**src/rtl/psw_pkg.sv**
```systemverilog
package psw_pkg;

    typedef enum logic [1:0] {
        ST_LOAD    = 2'd0,
        ST_SWALLOW = 2'd1,
        ST_MAIN    = 2'd2
    } psw_state_e;

endpackage

```
**src/rtl/psw_ratio_gate.sv**
```systemverilog
// Splits the ratio word into main and swallow fields, clamps illegal
// values to the minimum ratio and keeps the per-cycle illegal flag.
module psw_ratio_gate #(
    parameter int A_W       = 4,
    parameter int M_W       = 11,
    parameter int MIN_RATIO = 240,
    localparam int R_W      = A_W + M_W
) (
    input  logic           clk_i,
    input  logic           rst_i,
    input  logic           commit_i,
    input  logic [R_W-1:0] ratio_i,
    output logic [M_W-1:0] eff_m_o,
    output logic [A_W-1:0] eff_a_o,
    output logic           illegal_o
);

    localparam logic [R_W-1:0] MIN_WORD = R_W'(MIN_RATIO);

    logic           below;
    logic [R_W-1:0] eff_word;

    always_comb begin
        below    = (ratio_i < MIN_WORD);
        eff_word = below ? MIN_WORD : ratio_i;
        eff_m_o  = eff_word[R_W-1:A_W];
        eff_a_o  = eff_word[A_W-1:0];
    end

    always_ff @(posedge clk_i) begin
        if (rst_i) begin
            illegal_o <= 1'b0;
        end else if (commit_i) begin
            illegal_o <= below;
        end
    end

endmodule

```
**src/rtl/psw_prescaler.sv**
```systemverilog
// Dual-modulus prescaler: divides by 2**A_W or 2**A_W + 1.
module psw_prescaler #(
    parameter int A_W = 4
) (
    input  logic clk_i,
    input  logic rst_i,
    input  logic hold_i,
    input  logic mod_hi_i,
    output logic tick_o
);

    localparam int C_W = A_W + 1;
    localparam logic [C_W-1:0] LAST_LO = C_W'((1 << A_W) - 1);
    localparam logic [C_W-1:0] LAST_HI = C_W'(1 << A_W);

    logic [C_W-1:0] cnt_q;
    logic [C_W-1:0] last;

    always_comb begin
        last   = mod_hi_i ? LAST_HI : LAST_LO;
        tick_o = !hold_i && (cnt_q == last);
    end

    always_ff @(posedge clk_i) begin
        if (rst_i || hold_i || tick_o) begin
            cnt_q <= '0;
        end else begin
            cnt_q <= cnt_q + 1'b1;
        end
    end

endmodule

```
**src/rtl/psw_swallow_fsm.sv**
```systemverilog
// Sequences the swallow phase (prescaler high modulus) and the main
// phase (low modulus) of each output cycle and forms the outputs.
module psw_swallow_fsm
    import psw_pkg::*;
#(
    parameter int A_W = 4,
    parameter int M_W = 11
) (
    input  logic           clk_i,
    input  logic           rst_i,
    input  logic           tick_i,
    input  logic [M_W-1:0] eff_m_i,
    input  logic [A_W-1:0] eff_a_i,
    output logic           hold_o,
    output logic           mod_hi_o,
    output logic           cycle_end_o,
    output logic [1:0]     state_o,
    output logic           pulse_o,
    output logic           div2_o
);

    psw_state_e     state_q, state_d;
    logic [A_W-1:0] sw_left_q;
    logic [M_W-1:0] mn_left_q;
    logic           reload;
    logic           first_phase_swallow;

    // state register
    always_ff @(posedge clk_i) begin
        if (rst_i) begin
            state_q <= ST_LOAD;
        end else begin
            state_q <= state_d;
        end
    end

    // next state and combinational outputs
    always_comb begin
        state_d             = state_q;
        hold_o              = 1'b0;
        mod_hi_o            = 1'b0;
        cycle_end_o         = 1'b0;
        first_phase_swallow = (eff_a_i != '0);
        unique case (state_q)
            ST_LOAD: begin
                hold_o  = 1'b1;
                state_d = first_phase_swallow ? ST_SWALLOW : ST_MAIN;
            end
            ST_SWALLOW: begin
                mod_hi_o = 1'b1;
                if (tick_i && (sw_left_q == A_W'(1))) begin
                    if (mn_left_q == '0) begin
                        cycle_end_o = 1'b1;
                        state_d     = first_phase_swallow ? ST_SWALLOW : ST_MAIN;
                    end else begin
                        state_d = ST_MAIN;
                    end
                end
            end
            ST_MAIN: begin
                if (tick_i && (mn_left_q == M_W'(1))) begin
                    cycle_end_o = 1'b1;
                    state_d     = first_phase_swallow ? ST_SWALLOW : ST_MAIN;
                end
            end
            default: begin
                state_d = ST_LOAD;
            end
        endcase
        reload  = (state_q == ST_LOAD) || cycle_end_o;
        state_o = state_q;
    end

    // phase counters
    always_ff @(posedge clk_i) begin
        if (rst_i) begin
            sw_left_q <= '0;
            mn_left_q <= '0;
        end else if (reload) begin
            sw_left_q <= eff_a_i;
            mn_left_q <= eff_m_i - M_W'(eff_a_i);
        end else if (tick_i) begin
            if (state_q == ST_SWALLOW) begin
                sw_left_q <= sw_left_q - 1'b1;
            end else if (state_q == ST_MAIN) begin
                mn_left_q <= mn_left_q - 1'b1;
            end
        end
    end

    // registered outputs
    always_ff @(posedge clk_i) begin
        if (rst_i) begin
            pulse_o <= 1'b0;
            div2_o  <= 1'b0;
        end else begin
            pulse_o <= cycle_end_o;
            div2_o  <= div2_o ^ cycle_end_o;
        end
    end

endmodule

```
**src/rtl/psw_rf_divider.sv**
```systemverilog
module psw_rf_divider #(
    parameter int A_W       = 4,
    parameter int M_W       = 11,
    parameter int MIN_RATIO = 240,
    localparam int R_W      = A_W + M_W
) (
    input  logic           clk_i,
    input  logic           rst_i,
    input  logic [R_W-1:0] ratio_i,
    output logic           pulse_o,
    output logic           div2_o,
    output logic           illegal_o
);

    logic [M_W-1:0] eff_m;
    logic [A_W-1:0] eff_a;
    logic           pre_tick;
    logic           pre_hold;
    logic           mod_hi;
    logic           cycle_end;
    logic [1:0]     fsm_state;
    logic           commit;

    assign commit = cycle_end || pre_hold;

    psw_ratio_gate #(
        .A_W       (A_W),
        .M_W       (M_W),
        .MIN_RATIO (MIN_RATIO)
    ) u_gate (
        .clk_i     (clk_i),
        .rst_i     (rst_i),
        .commit_i  (commit),
        .ratio_i   (ratio_i),
        .eff_m_o   (eff_m),
        .eff_a_o   (eff_a),
        .illegal_o (illegal_o)
    );

    psw_prescaler #(
        .A_W (A_W)
    ) u_pre (
        .clk_i    (clk_i),
        .rst_i    (rst_i),
        .hold_i   (pre_hold),
        .mod_hi_i (mod_hi),
        .tick_o   (pre_tick)
    );

    psw_swallow_fsm #(
        .A_W (A_W),
        .M_W (M_W)
    ) u_fsm (
        .clk_i       (clk_i),
        .rst_i       (rst_i),
        .tick_i      (pre_tick),
        .eff_m_i     (eff_m),
        .eff_a_i     (eff_a),
        .hold_o      (pre_hold),
        .mod_hi_o    (mod_hi),
        .cycle_end_o (cycle_end),
        .state_o     (fsm_state),
        .pulse_o     (pulse_o),
        .div2_o      (div2_o)
    );

endmodule

```
**config.mk**
```make
export PLATFORM = sky130hd
export DESIGN_NAME = psw_rf_divider
export DESIGN_NICKNAME = d
export VERILOG_FILES = /design/src/rtl/psw_pkg.sv /design/src/rtl/psw_ratio_gate.sv /design/src/rtl/psw_prescaler.sv /design/src/rtl/psw_swallow_fsm.sv /design/src/rtl/psw_rf_divider.sv
export SDC_FILE = /design/constraint.sdc
export NUM_CORES = 1
export LEC_CHECK = 0
export BUFFER_PORTS_ARGS = -buffer_cell sky130_fd_sc_hd__clkbuf_2
export CORE_MARGIN = 2
export CORE_UTILIZATION = 58
export DETAILED_ROUTE_END_ITERATION = 8
export GPL_TIMING_DRIVEN = 0
export PLACE_DENSITY = 0.87
export SYNTH_ARGS = -nofsm -noshare
export SYNTH_HDL_FRONTEND = slang
export SYNTH_HIERARCHICAL = 1
export SYNTH_SLANG_ARGS = --single-unit
```
**constraint.sdc**
```tcl
create_clock -name clk_i -period 3.34 [get_ports clk_i]
set_input_delay 0.334 -clock clk_i [delete_from_list [all_inputs] [get_ports clk_i]]
set_output_delay 0.334 -clock clk_i [all_outputs]
set_load 0.05 [all_outputs]
```
* After elaboration in Yosys (flattened, before gate mapping)
Index checks and enable logic that the tools add are counted.
** Storage, ports and cells
- Register bits after elaboration :: 25
- Bits of input ports :: 17
- Output and inout bits :: 3
- Logic and storage cells :: 58
** Operators by class
- Add/sub/neg operators :: 4
- Order comparisons :: 1
- Equality and inequality tests :: 8
- Mux-type cells :: 20
- Bitwise operators :: 1
- Reduce and logical (&&, ||, !) cells :: 17
** Operators with widths (count)
- two-way mux 11 bit :: 4
- < comparator 15 x 8 -> 1 bit, second input constant :: 1
- two-way mux 15 bit :: 1
- two-way mux 4 bit :: 3
- == test 11 x 1 -> 1 bit, second input constant :: 1
- logical NOT 11 bit :: 1
- subtractor 11 x 1 -> 11 bit, second input constant :: 1
- subtractor 11 x 4 -> 11 bit :: 1
- two-way mux 2 bit :: 4
- inequality test 2 x 1 -> 1 bit, second input constant :: 3
- case mux 2 bit (3 select lines) :: 1
- nonzero test 2 bit :: 3
- adder 5 x 1 -> 5 bit, second input constant :: 1
- == test 5 bit :: 1
- two-way mux 1 bit :: 5
- two-way mux 5 bit :: 1
- == test 4 x 1 -> 1 bit, second input constant :: 1
- logical OR 1 bit :: 4
- AND reduction 2 bit :: 2
- nonzero test 4 bit :: 1
- subtractor 4 x 1 -> 4 bit, second input constant :: 1
- logical AND 1 bit :: 3
- AND reduction 3 bit :: 1
- == test 2 x 1 -> 1 bit, second input constant :: 1
- other kinds (5) :: 5

* Logic depth before layout (Yosys ltp)
Gate-level depths: netlist (run 1).
- Depth after elaboration :: 11
- Depth in mapped cells :: 12

* Hierarchy
The synthesis (run 1) kept the hierarchy.
** By module, submodules not included
- psw_swallow_fsm :: instances 1, cells an instance 171, area an instance 1426.4 um^2
- psw_prescaler :: instances 1, cells an instance 22, area an instance 231.5 um^2
- psw_ratio_gate :: instances 1, cells an instance 24, area an instance 171.4 um^2
- psw_rf_divider :: instances 1, cells an instance 1, area an instance 6.3 um^2

* Worst setup path after synthesis (run 1)
OpenSTA, ideal clock, no wires.
- Path kind :: reg2reg
- Start point :: register u_fsm.state_q[1] (netlist: u_fsm/state_o[1])
- End point :: register u_fsm.mn_left_q[6]
- Setup time :: 0.086 ns
- Data arrival time :: 2.867 ns
- Data required time :: 3.254 ns
- Setup slack :: 0.388 ns
- Cell stages (with the launch flop) :: 11
- Buffers on the path :: 0
- Period minus slack after synthesis :: 2.952 ns
- Cells stage by stage :: dfxtp_1 > inv_1 > ha_1 > or4bb_1 > o22ai_2 > nor2b_1 > nand3b_2 > nor4b_1 > nand2_1 > xor2_1 > a211oi_1
** Between the ends
- Longest elaborated chain between the ends :: 11
** RTL lines
- start, declared :: RTL line psw_swallow_fsm.sv:22 : psw_state_e state_q, state_d;
- start signal, assigned :: RTL line psw_swallow_fsm.sv:33 : state_q <= state_d;
- == test 2 x 1 -> 1 bit (*) :: RTL line psw_swallow_fsm.sv:44 : unique case (state_q)
- two-way mux 1 bit (*) :: RTL line psw_swallow_fsm.sv:44
- named net mod_hi :: RTL line psw_rf_divider.sv:19 : logic mod_hi;
- two-way mux 5 bit (*) :: RTL line psw_prescaler.sv:20 : last = mod_hi_i ? LAST_HI : LAST_LO;
- == test 5 bit (*) :: RTL line psw_prescaler.sv:21 : tick_o = !hold_i && (cnt_q == last);
- logical AND 1 bit (*) :: RTL line psw_prescaler.sv:21
- named net pre_tick :: RTL line psw_rf_divider.sv:17 : logic pre_tick;
- logical AND 1 bit, on equally long branches :: RTL line psw_swallow_fsm.sv:61, psw_swallow_fsm.sv:51
- two-way mux 1 bit, on equally long branches :: RTL line psw_swallow_fsm.sv:61, psw_swallow_fsm.sv:51
- case mux 1 bit (2 select lines) :: RTL line psw_swallow_fsm.sv:44
- logical OR 1 bit :: RTL line psw_swallow_fsm.sv:70 : reload = (state_q == ST_LOAD) || cycle_end_o;
- inequality test 2 x 1 -> 1 bit (no line) / nonzero test 2 bit (equally long branches)
- AND reduction 3 bit (no line)
- end signal, assigned :: RTL line psw_swallow_fsm.sv:81 : mn_left_q <= eff_m_i - M_W'(eff_a_i);
- end signal, assigned :: RTL line psw_swallow_fsm.sv:86 : mn_left_q <= mn_left_q - 1'b1;
- end, declared :: RTL line psw_swallow_fsm.sv:24 : logic [M_W-1:0] mn_left_q;
The timed path passes the listed nets; every way through them passes the cells marked *.
A chain may end at the register's enable or synchronous reset.

* Final worst setup path (run 1)
- Start point :: register u_fsm.state_q[1] (netlist: u_fsm/state_o[1])
- End point :: register u_fsm.sw_left_q[3]
** Between the ends
- Longest elaborated chain between the ends :: 11
** RTL lines
- == test 2 x 1 -> 1 bit (*) :: RTL line psw_swallow_fsm.sv:44
- two-way mux 1 bit (*) :: RTL line psw_swallow_fsm.sv:44
- named net mod_hi :: RTL line psw_rf_divider.sv:19
- two-way mux 5 bit (*) :: RTL line psw_prescaler.sv:20
- == test 5 bit (*) :: RTL line psw_prescaler.sv:21
- logical AND 1 bit (*) :: RTL line psw_prescaler.sv:21
- named net pre_tick :: RTL line psw_rf_divider.sv:17
- logical AND 1 bit, on equally long branches :: RTL line psw_swallow_fsm.sv:61, psw_swallow_fsm.sv:51
- two-way mux 1 bit, on equally long branches :: RTL line psw_swallow_fsm.sv:61, psw_swallow_fsm.sv:51
- case mux 1 bit (2 select lines) :: RTL line psw_swallow_fsm.sv:44
- logical OR 1 bit :: RTL line psw_swallow_fsm.sv:70
- nonzero test 2 bit (no line)
- AND reduction 2 bit (no line)
- end signal, assigned :: RTL line psw_swallow_fsm.sv:80 : sw_left_q <= eff_a_i;
- end signal, assigned :: RTL line psw_swallow_fsm.sv:84 : sw_left_q <= sw_left_q - 1'b1;
- end, declared :: RTL line psw_swallow_fsm.sv:23 : logic [A_W-1:0] sw_left_q;
Marks and branches as above.

==> results summary, run 1 <==
The run finished with clean final reports. The total setup buffers inserted after CTS is 0. The height of the die came out at 60.3 microns.

Leaving out fill and tap cells, the most frequent cell in the layout is dfxtp_1. The maximum number of pins on one net before global-route repair is 14. The final critical path time including I/O delays and setup is 3.06 ns.

The utilization of the core after routing came out at 66.9%. Counting distinct cell types in the post-synthesis netlist gives 47. Clock latency on the worst-skew pair, taken at its later pin, is 0.32 ns. The design area came out at 0.00203 sq mm. The clock passes through at most 2 buffers. The synthesis-stage register bit count came out at 25.

The wire length after detailed routing is 3.92 mm. Among all flip-flop cells after synthesis, the most frequent one is dfxtp_1. Walking the worst path, the cells encountered are inv_1 > ha_1 > or4bb_1 > o22ai_2 > nor2b_4 > nand4bb_1 > o21ai_0 > a21oi_1 > clkbuf_1 > a211oi_1. The worst-case vdd ir drop is 408 uV.

The tool flagged a number of max-cap violations equal to 0. The total number of vias is 1595. The number of buffers inserted during clock tree synthesis is 3. The number of synthesized flops with an enable pin is 0. Fill cells in the final layout number 242. The die outline area came out at 0.00363 sq mm.

At the placement stage, the worst setup path has a slack of -0.0938 ns. Sequential cells were found to cover 27.3% of the synthesized design area. The hold path depth came out at 2. The critical path data required time came out at 3.57 ns.

The master of the slowest instance on the critical path is or4bb_1. The initial antenna violation count is 0. The row count is 20. The worst setup path is launched from a flip-flop. Setup repair after global routing left no endpoint under its margin. In this run the number of H-tree levels came out at 1. The upper clock frequency limit is 327 MHz. The number of buffers inserted by hold repair at cts is 0. The maximum net fanout on the critical path came out at 10. The net count of the finished layout came out at 274. The overall routing resource usage is 23.4%. A synthesized cell averages 8.42 sq um. The path type of the worst min-delay path is in -> reg.

The clock tree root driver cell is clkbuf_4. Dividing the final minimum period by the clock period gives 91.6%. The area occupied by multi-input gates came out at 0.00125 sq mm. The largest incremental delay on the critical path came out at 0.52 ns. The total overflow left after global routing is 0. The detailed-route wire length per cell came out at 13.8 microns. The total power divided by cell area came out at 557 mW/mm^2.

The antenna diode count came out at 0. The clock-pin slew on the worst setup and hold paths came out at 0.13 ns. Dividing the detail-routed via count by the number of cells gives 5.60.

After layout, the worst setup slack is 0.281 ns. Port buffering added 19 buffers. The worst slew margin relative to its limit came out at 56.3%. The sequential cell area is 500 sq um. Setup violations remaining at the end of the flow were counted as 0.

The proportion of register bits with asynchronous set or reset after synthesis came out at 0%. The clock tree from TritonCTS is yes. The placed instance area is 0.00199 sq mm. The count of boundary I/O pins came out at 20. For this configuration, the core starts out at a cell density of 60.6%.

Of the cells placed in the final design, the portion with a size suffix greater than 1 is 13.3%. The first global-routing pass estimated 6.47 mm of wire. The number of max-slew violations in the final report is 0. The number of warnings issued by yosys is 6. From synthesis to final layout, the design area changed by 10.4%.

The worst setup path is captured at a flip-flop. The number of hold violations in the final report is 0. The number of optimization iterations in the first detailed-route pass came out at 4.

At the pin with the least slew margin, the transition time is 0.650 ns. After synthesis the cells add up to 0.00184 sq mm. The worst reg2reg path depth is 10. The critical path is of the reg -> reg type. The power after layout came out at 1.13 mW. The detailed placer's ending HPWL is 3.06 mm.

For this block, the initial DRC count from the detailed router was 45. The last weighted congestion value of the routability-driven placer is 0.780. The number of routed nets with antenna violations is 0. The gate count of the mapped netlist is 218.

For this design the static power due to leakage is 0.806 nW. The number of global-route vias before repair came to 1498. The worst setup skew after layout is 0.00512 ns.

In the layout the commonest cells are dfxtp_1 (25), clkbuf_2 (19), nand2_1 (16), nor2_1 (14), ha_1 (14). The arrival time reported for the critical path endpoint came out at 3.29 ns. The total core area came out at 0.00303 sq mm. The TritonCTS sink count came out at 25. Across all hold checks on the routed design, the worst slack comes to 0.279 ns. The floorplan die width came out at 60.3 microns.

The net count of the mapped netlist came out at 250. The DRC violations left is 0.
==> repair_timing <==
| item | 4_1_cts | 5_1_grt |
|---|---|---|
| gates resized for setup | 1 | 2 |
| endpoints found under the setup margin | 3 | 16 |
| pin swaps | 0 | 0 |
| cloned | 0 | 0 |
==> state kept, by name (all words and copies together) (netlist names) <==
name              cells
u_fsm/mn_left_q      11
u_fsm/state_o         2
u_fsm/sw_left_q       4
u_gate/illegal_o      1
u_fsm/pulse_o         1
u_pre/cnt_q           5
u_fsm/div2_o          1
==> report_power, final <==
group | internal, mW | total (mW) | switching (mW)
Combinational | 0.233 | 0.542 | 0.309
Clock | 0.0467 | 0.135 | 0.0887
Sequential | 0.371 | 0.451 | 0.0803
==> per-layer routing <==
| layer | track usage, % | vias up | share of wire (%) |
|---|---|---|---|
| li1 | - | 823 | - |
| met1 | 31.6 | 728 | 48 |
| met2 | 37.1 | 36 | 46 |
| met3 | 5.63 | 8 | 4.4 |
| met4 | 6.35 | 0 | 1.1 |
| met5 | 0 | - | 0 |
==> layout make-up <==
class	instances	area share, %
tap	44	2.72
multi-input combinational	169	61.8
buffer	11	2.41
sequential	25	24.7
clock buffer	4	1.30
timing repair buffer	19	4.69
inverter	13	2.41
==> critical path: cells and delay by family, from the launching register on <==
family                     cells  cell delay (ns)
DFF                            1             0.41
AOI/OAI and AO/OA              4             0.95
adders and majority gates      1             0.29
and+or+nand+nor                3             0.94
buffers and inverters          2             0.37
==> synth_stat cells, types with 8 or more instances <==
cell / number / area [sq um]
a211oi_1: 8 / 60.1
a21oi_1: 9 / 45.0
clkbuf_1: 9 / 33.8
dfxtp_1: 25 / 500
ha_1: 14 / 175
inv_1: 13 / 48.8
nand2_1: 16 / 60.1
nor2_1: 14 / 52.6
nor3_1: 10 / 50.1
nor4_1: 10 / 62.6
xnor2_1: 13 / 114
xor2_1: 10 / 87.6
==> kinds of logic (layout without fill, tap and decap cells) <==
logic type               after synthesis  after routing  synth area share, %
adder cells (fa/ha/maj)               15             15                 10.6
XOR/XNOR                              23             23                 11.0
flip-flops                            25             25                 27.3
AND/OR/NAND/NOR                       94             94                 30.7
buffers and inverters                 24             47                 5.32
multiplexers                           3              3                 1.64
AO/OA/AOI/OAI                         34             34                 13.5
==> metrics by stage <==
stage,cells,TNS (ns)
2_1_floorplan,218,0
3_3_place_gp,281,-0.0487
3_5_place_dp,281,-0.218
4_1_cts,285,0
5_1_grt,285,0
6_report,285,0
==> final timing paths <==
check / start / to / slack [ns]
max: u_fsm/state_o[1] / u_fsm/sw_left_q[3] / 0.28
min reg2reg: u_gate/illegal_o / u_gate/illegal_o / 0.49
min: rst_i / u_gate/illegal_o / 0.28
max reg2reg: u_fsm/state_o[1] / u_fsm/sw_left_q[3] / 0.28
No activity file was read; power rests on OpenSTA's default activity.
==> run 2: changes to the inputs <==
--- a/config.mk
+++ b/config.mk
@@ -13,5 +13,4 @@
 export PLACE_DENSITY = 0.87
 export SYNTH_ARGS = -nofsm -noshare
 export SYNTH_HDL_FRONTEND = slang
-export SYNTH_HIERARCHICAL = 1
 export SYNTH_SLANG_ARGS = --single-unit
==> results summary, run 2 <==
The flow ran to the end, and the final reports show no timing, DRC or antenna violations. The clock tree from TritonCTS is yes. For the pin with the worst max-slew slack, the measured transition is 0.543 ns.

The number of hold violations in the final report is 0. The hold path depth came out at 3. The overall routing resource usage is 24.0%. The clock latency at the later pin of the worst-skew pair came out at 0.33 ns. By area, the combinational part of the netlist is dominated by simple AND/OR/NAND/NOR gates. The sequential fraction of the synthesis area is 27.0%. In this run the tightest slew margin relative to its limit is 63.5%.

For this configuration, the core starts out at a cell density of 60.6%. The detailed router's first-iteration violation count is 68. The floorplan step defined a core boundary enclosing 0.00305 sq mm. The sequential cell area is 500 sq um. The library cells used most frequently in the layout, excluding fill and tap cells, are dfxtp_1 (25), clkbuf_2 (19), nor2_1 (14), xnor2_1 (14), a211oi_1 (14).

The clock-pin slew on the worst setup and hold paths came out at 0.14 ns. After synthesis the cells add up to 0.00185 sq mm. The maximum count of clock buffers along a single path is 2.

The most critical setup path has its startpoint at ratio_i[10]. Port buffering added 19 buffers. The synthesis-stage register bit count is 25. For this run, the leading register cell type out of synthesis is dfxtp_1. STA classifies the critical path endpoint as a flip-flop. The tightest min-delay check is of the in -> reg type. On the final layout, the worst clock skew is 0.00649 ns. The number of buffers inserted by hold repair at cts is 0.

The critical path data required time is 3.60 ns. The worst-case vdd ir drop came out at 340 uV. The setup slack of the worst register-to-register path is 0.88 ns.

The number of standard cells in the final layout excluding fillers came out at 280. The gate count of the mapped netlist is 213. The height of the die is 60.5 microns. The startpoint class of the critical path is an input pin. The endpoint identified for the worst register-to-register timing path is u_fsm.mn_left_q[6].

The maximum net fanout on the critical path is 7. The tree is rooted in a clkbuf_4. The endpoint of the worst hold path is u_fsm.mn_left_q[6].

The total power divided by cell area is 608 mW/mm^2. In the final routed layout, each cell accounts on average for 14.0 microns. The last weighted congestion value of the routability-driven placer is 0.878.

Once detail routing completed, the nets flagged for antenna violations numbered 0. Yosys mapped a number of flops with a built-in enable equal to 0. The number of buffers inserted during clock tree synthesis is 3.

CTS built an H-tree with a depth of 1. The number of warnings issued by yosys is 0. The number of flip-flops under the largest register name is 11. The setup path with the least slack is of type in -> reg.

The worst reg2reg path depth is 8. The filler cell count in the final layout is 279. After legalization and detailed placement, the total HPWL measured 3.03 mm.

The floorplan die width came out at 60.5 microns. The total instance count after detailed placement is 276. The xor/xnor cell area share of the yosys netlist came out at 8.52%. The final setup TNS came out at 0 ns.

Synthesis produced a netlist with a net count of 244. The row count came out at 20. The number of vias per cell after detailed routing is 6.06. Counting distinct cell types in the post-synthesis netlist gives 58. The share of the synthesized area in the top cell type came out at 27.0%. The signed area change from the synthesized netlist to the final layout came out at 9.60%. The proportion of register bits with asynchronous set or reset after synthesis is 0%.

Setup violations remaining at the end of the flow were counted as 0. The arrival time reported for the critical path endpoint is 3.35 ns. The area occupied by multi-input gates is 0.00127 sq mm. The initial antenna violation count came out at 0. The TritonCTS sink count came out at 25. The largest registers in the layout are u_fsm.mn_left_q (11), u_pre.cnt_q (5), u_fsm.sw_left_q (4). The utilization of the core after routing came out at 66.4%. The die outline area came out at 0.00366 sq mm.

The worst register-to-register path begins at u_fsm.state_o[1]. The total setup buffers inserted after CTS came out at 0. Yosys instantiated no cell more often than dfxtp_1. For this run, design rule violations remaining after detail routing come to 0.

The startpoint identified for the worst hold timing path is ratio_i[10]. The leakage dissipation is 0.766 nW. Timing would allow up to 323 MHz.

The count of maximum capacitance violations is 0. The most common cell after layout, fill and taps aside is dfxtp_1. The net count of the finished layout came out at 268. After synthesis, the cell types taking the most area are dfxtp_1 (27%), ha_1 (8.8%), xnor2_1 (6.6%). The average footprint of a synthesized cell came out at 8.69 sq um. The share of final-layout standard cells stronger than drive strength 1 came out at 16.5%. Overall power consumption after layout is estimated at 1.23 mW. Of the total synthesized cell area, the portion taken by full adders, half adders and majority gates is 9.87%. The final critical path takes up 92.7% of the cycle. After synthesis, the most frequently instantiated cells are dfxtp_1 (25), a211oi_1 (14), nor2_1 (14), xnor2_1 (14), ha_1 (13). The simple logic cell fraction of the synthesized area came out at 26.8%. The register with the highest flop count is u_fsm.mn_left_q. The first detailed-routing pass took 4 iterations. The number of max-slew violations in the final report came to 0. The count of boundary I/O pins came out at 20. The number of global-route vias before repair came out at 1488.

After layout, the minimum clock period comes to 3.10 ns. The total number of vias is 1697. The post-cts resize count is 0. The global route total overflow came out at 0. The largest area contributor in the netlist is dfxtp_1. The post-synthesis compound-gate area fraction came out at 22.3%.

The mux share of post-synthesis cell area came out at 1.15%. The wire length of the first global-routing pass came out at 6.62 mm. The wire length after detailed routing came out at 3.93 mm. 0 antenna diodes ended up in the layout. The maximum number of pins on one net before global-route repair came out at 15. Setup repair after global routing left no endpoint under its margin.
run 2: area by class of cell:
class | count | area share, %
Inverter | 11 | 2.04
Multi-Input combinational cell | 168 | 62.6
Clock buffer | 3 | 1.11
Tap cell | 44 | 2.71
Buffer | 9 | 1.91
Clock inverter | 1 | 0.247
Sequential cell | 25 | 24.7
Timing Repair Buffer | 19 | 4.69
run 2: worst max-delay path by stage:
| stage | slack [ns] | endpoint |
|---|---|---|
| floorplan | 0.36 | u_fsm.mn_left_q[10] |
| global placement | -0.03 | u_fsm.mn_left_q[6] |
| detailed placement | -0.09 | u_fsm.mn_left_q[10] |
| CTS | 0.25 | u_fsm.mn_left_q[10] |
| global route | 0.02 | u_fsm.mn_left_q[8] |
| finish | 0.24 | u_fsm.mn_left_q[10] |
run 2: cells by family after synthesis:
kind of cell	count (synthesis)
buffers and inverters	20
adder cells (fa/ha/maj)	14
AO/OA/AOI/OAI	53
flip-flops	25
AND/OR/NAND/NOR	81
XOR/XNOR	18
multiplexers	2
run 2: metrics by stage:
stage	worst slack, ns	cell area, sq um	hold WS, ns
after floorplan	0.364	1850	0.421
after global placement	-0.0321	2000	0.436
after detailed placement	-0.0892	2000	0.451
after CTS	0.245	2030	0.327
after global routing	0.0154	2030	0.324
final	0.244	2030	0.328
run 2: worst max-delay path: stages:
cell	delay, ns
clkbuf_2	0.10
or4_1	0.58
nor4_2	0.43
nand2_1	0.25
and2_1	0.25
ha_1	0.23
fa_1	0.40
nor2b_1	0.13
o21a_1	0.19
nor4_1	0.07
xnor2_1	0.15
a211oi_1	0.23
run 2: routing by layer:
layer	vias up	share of wire [%]	GRT usage, %
li1	854	-	-
met5	-	0	0
met3	5	4.9	3.41
met2	41	48	39.0
met4	0	1.0	10.2
met1	797	46	31.9
run 2: report_power, final:
group / total [mW] / switching [mW] / internal (mW)
clock: 0.144 / 0.0985 / 0.0450
sequential: 0.469 / 0.0863 / 0.383
combinational: 0.621 / 0.353 / 0.268
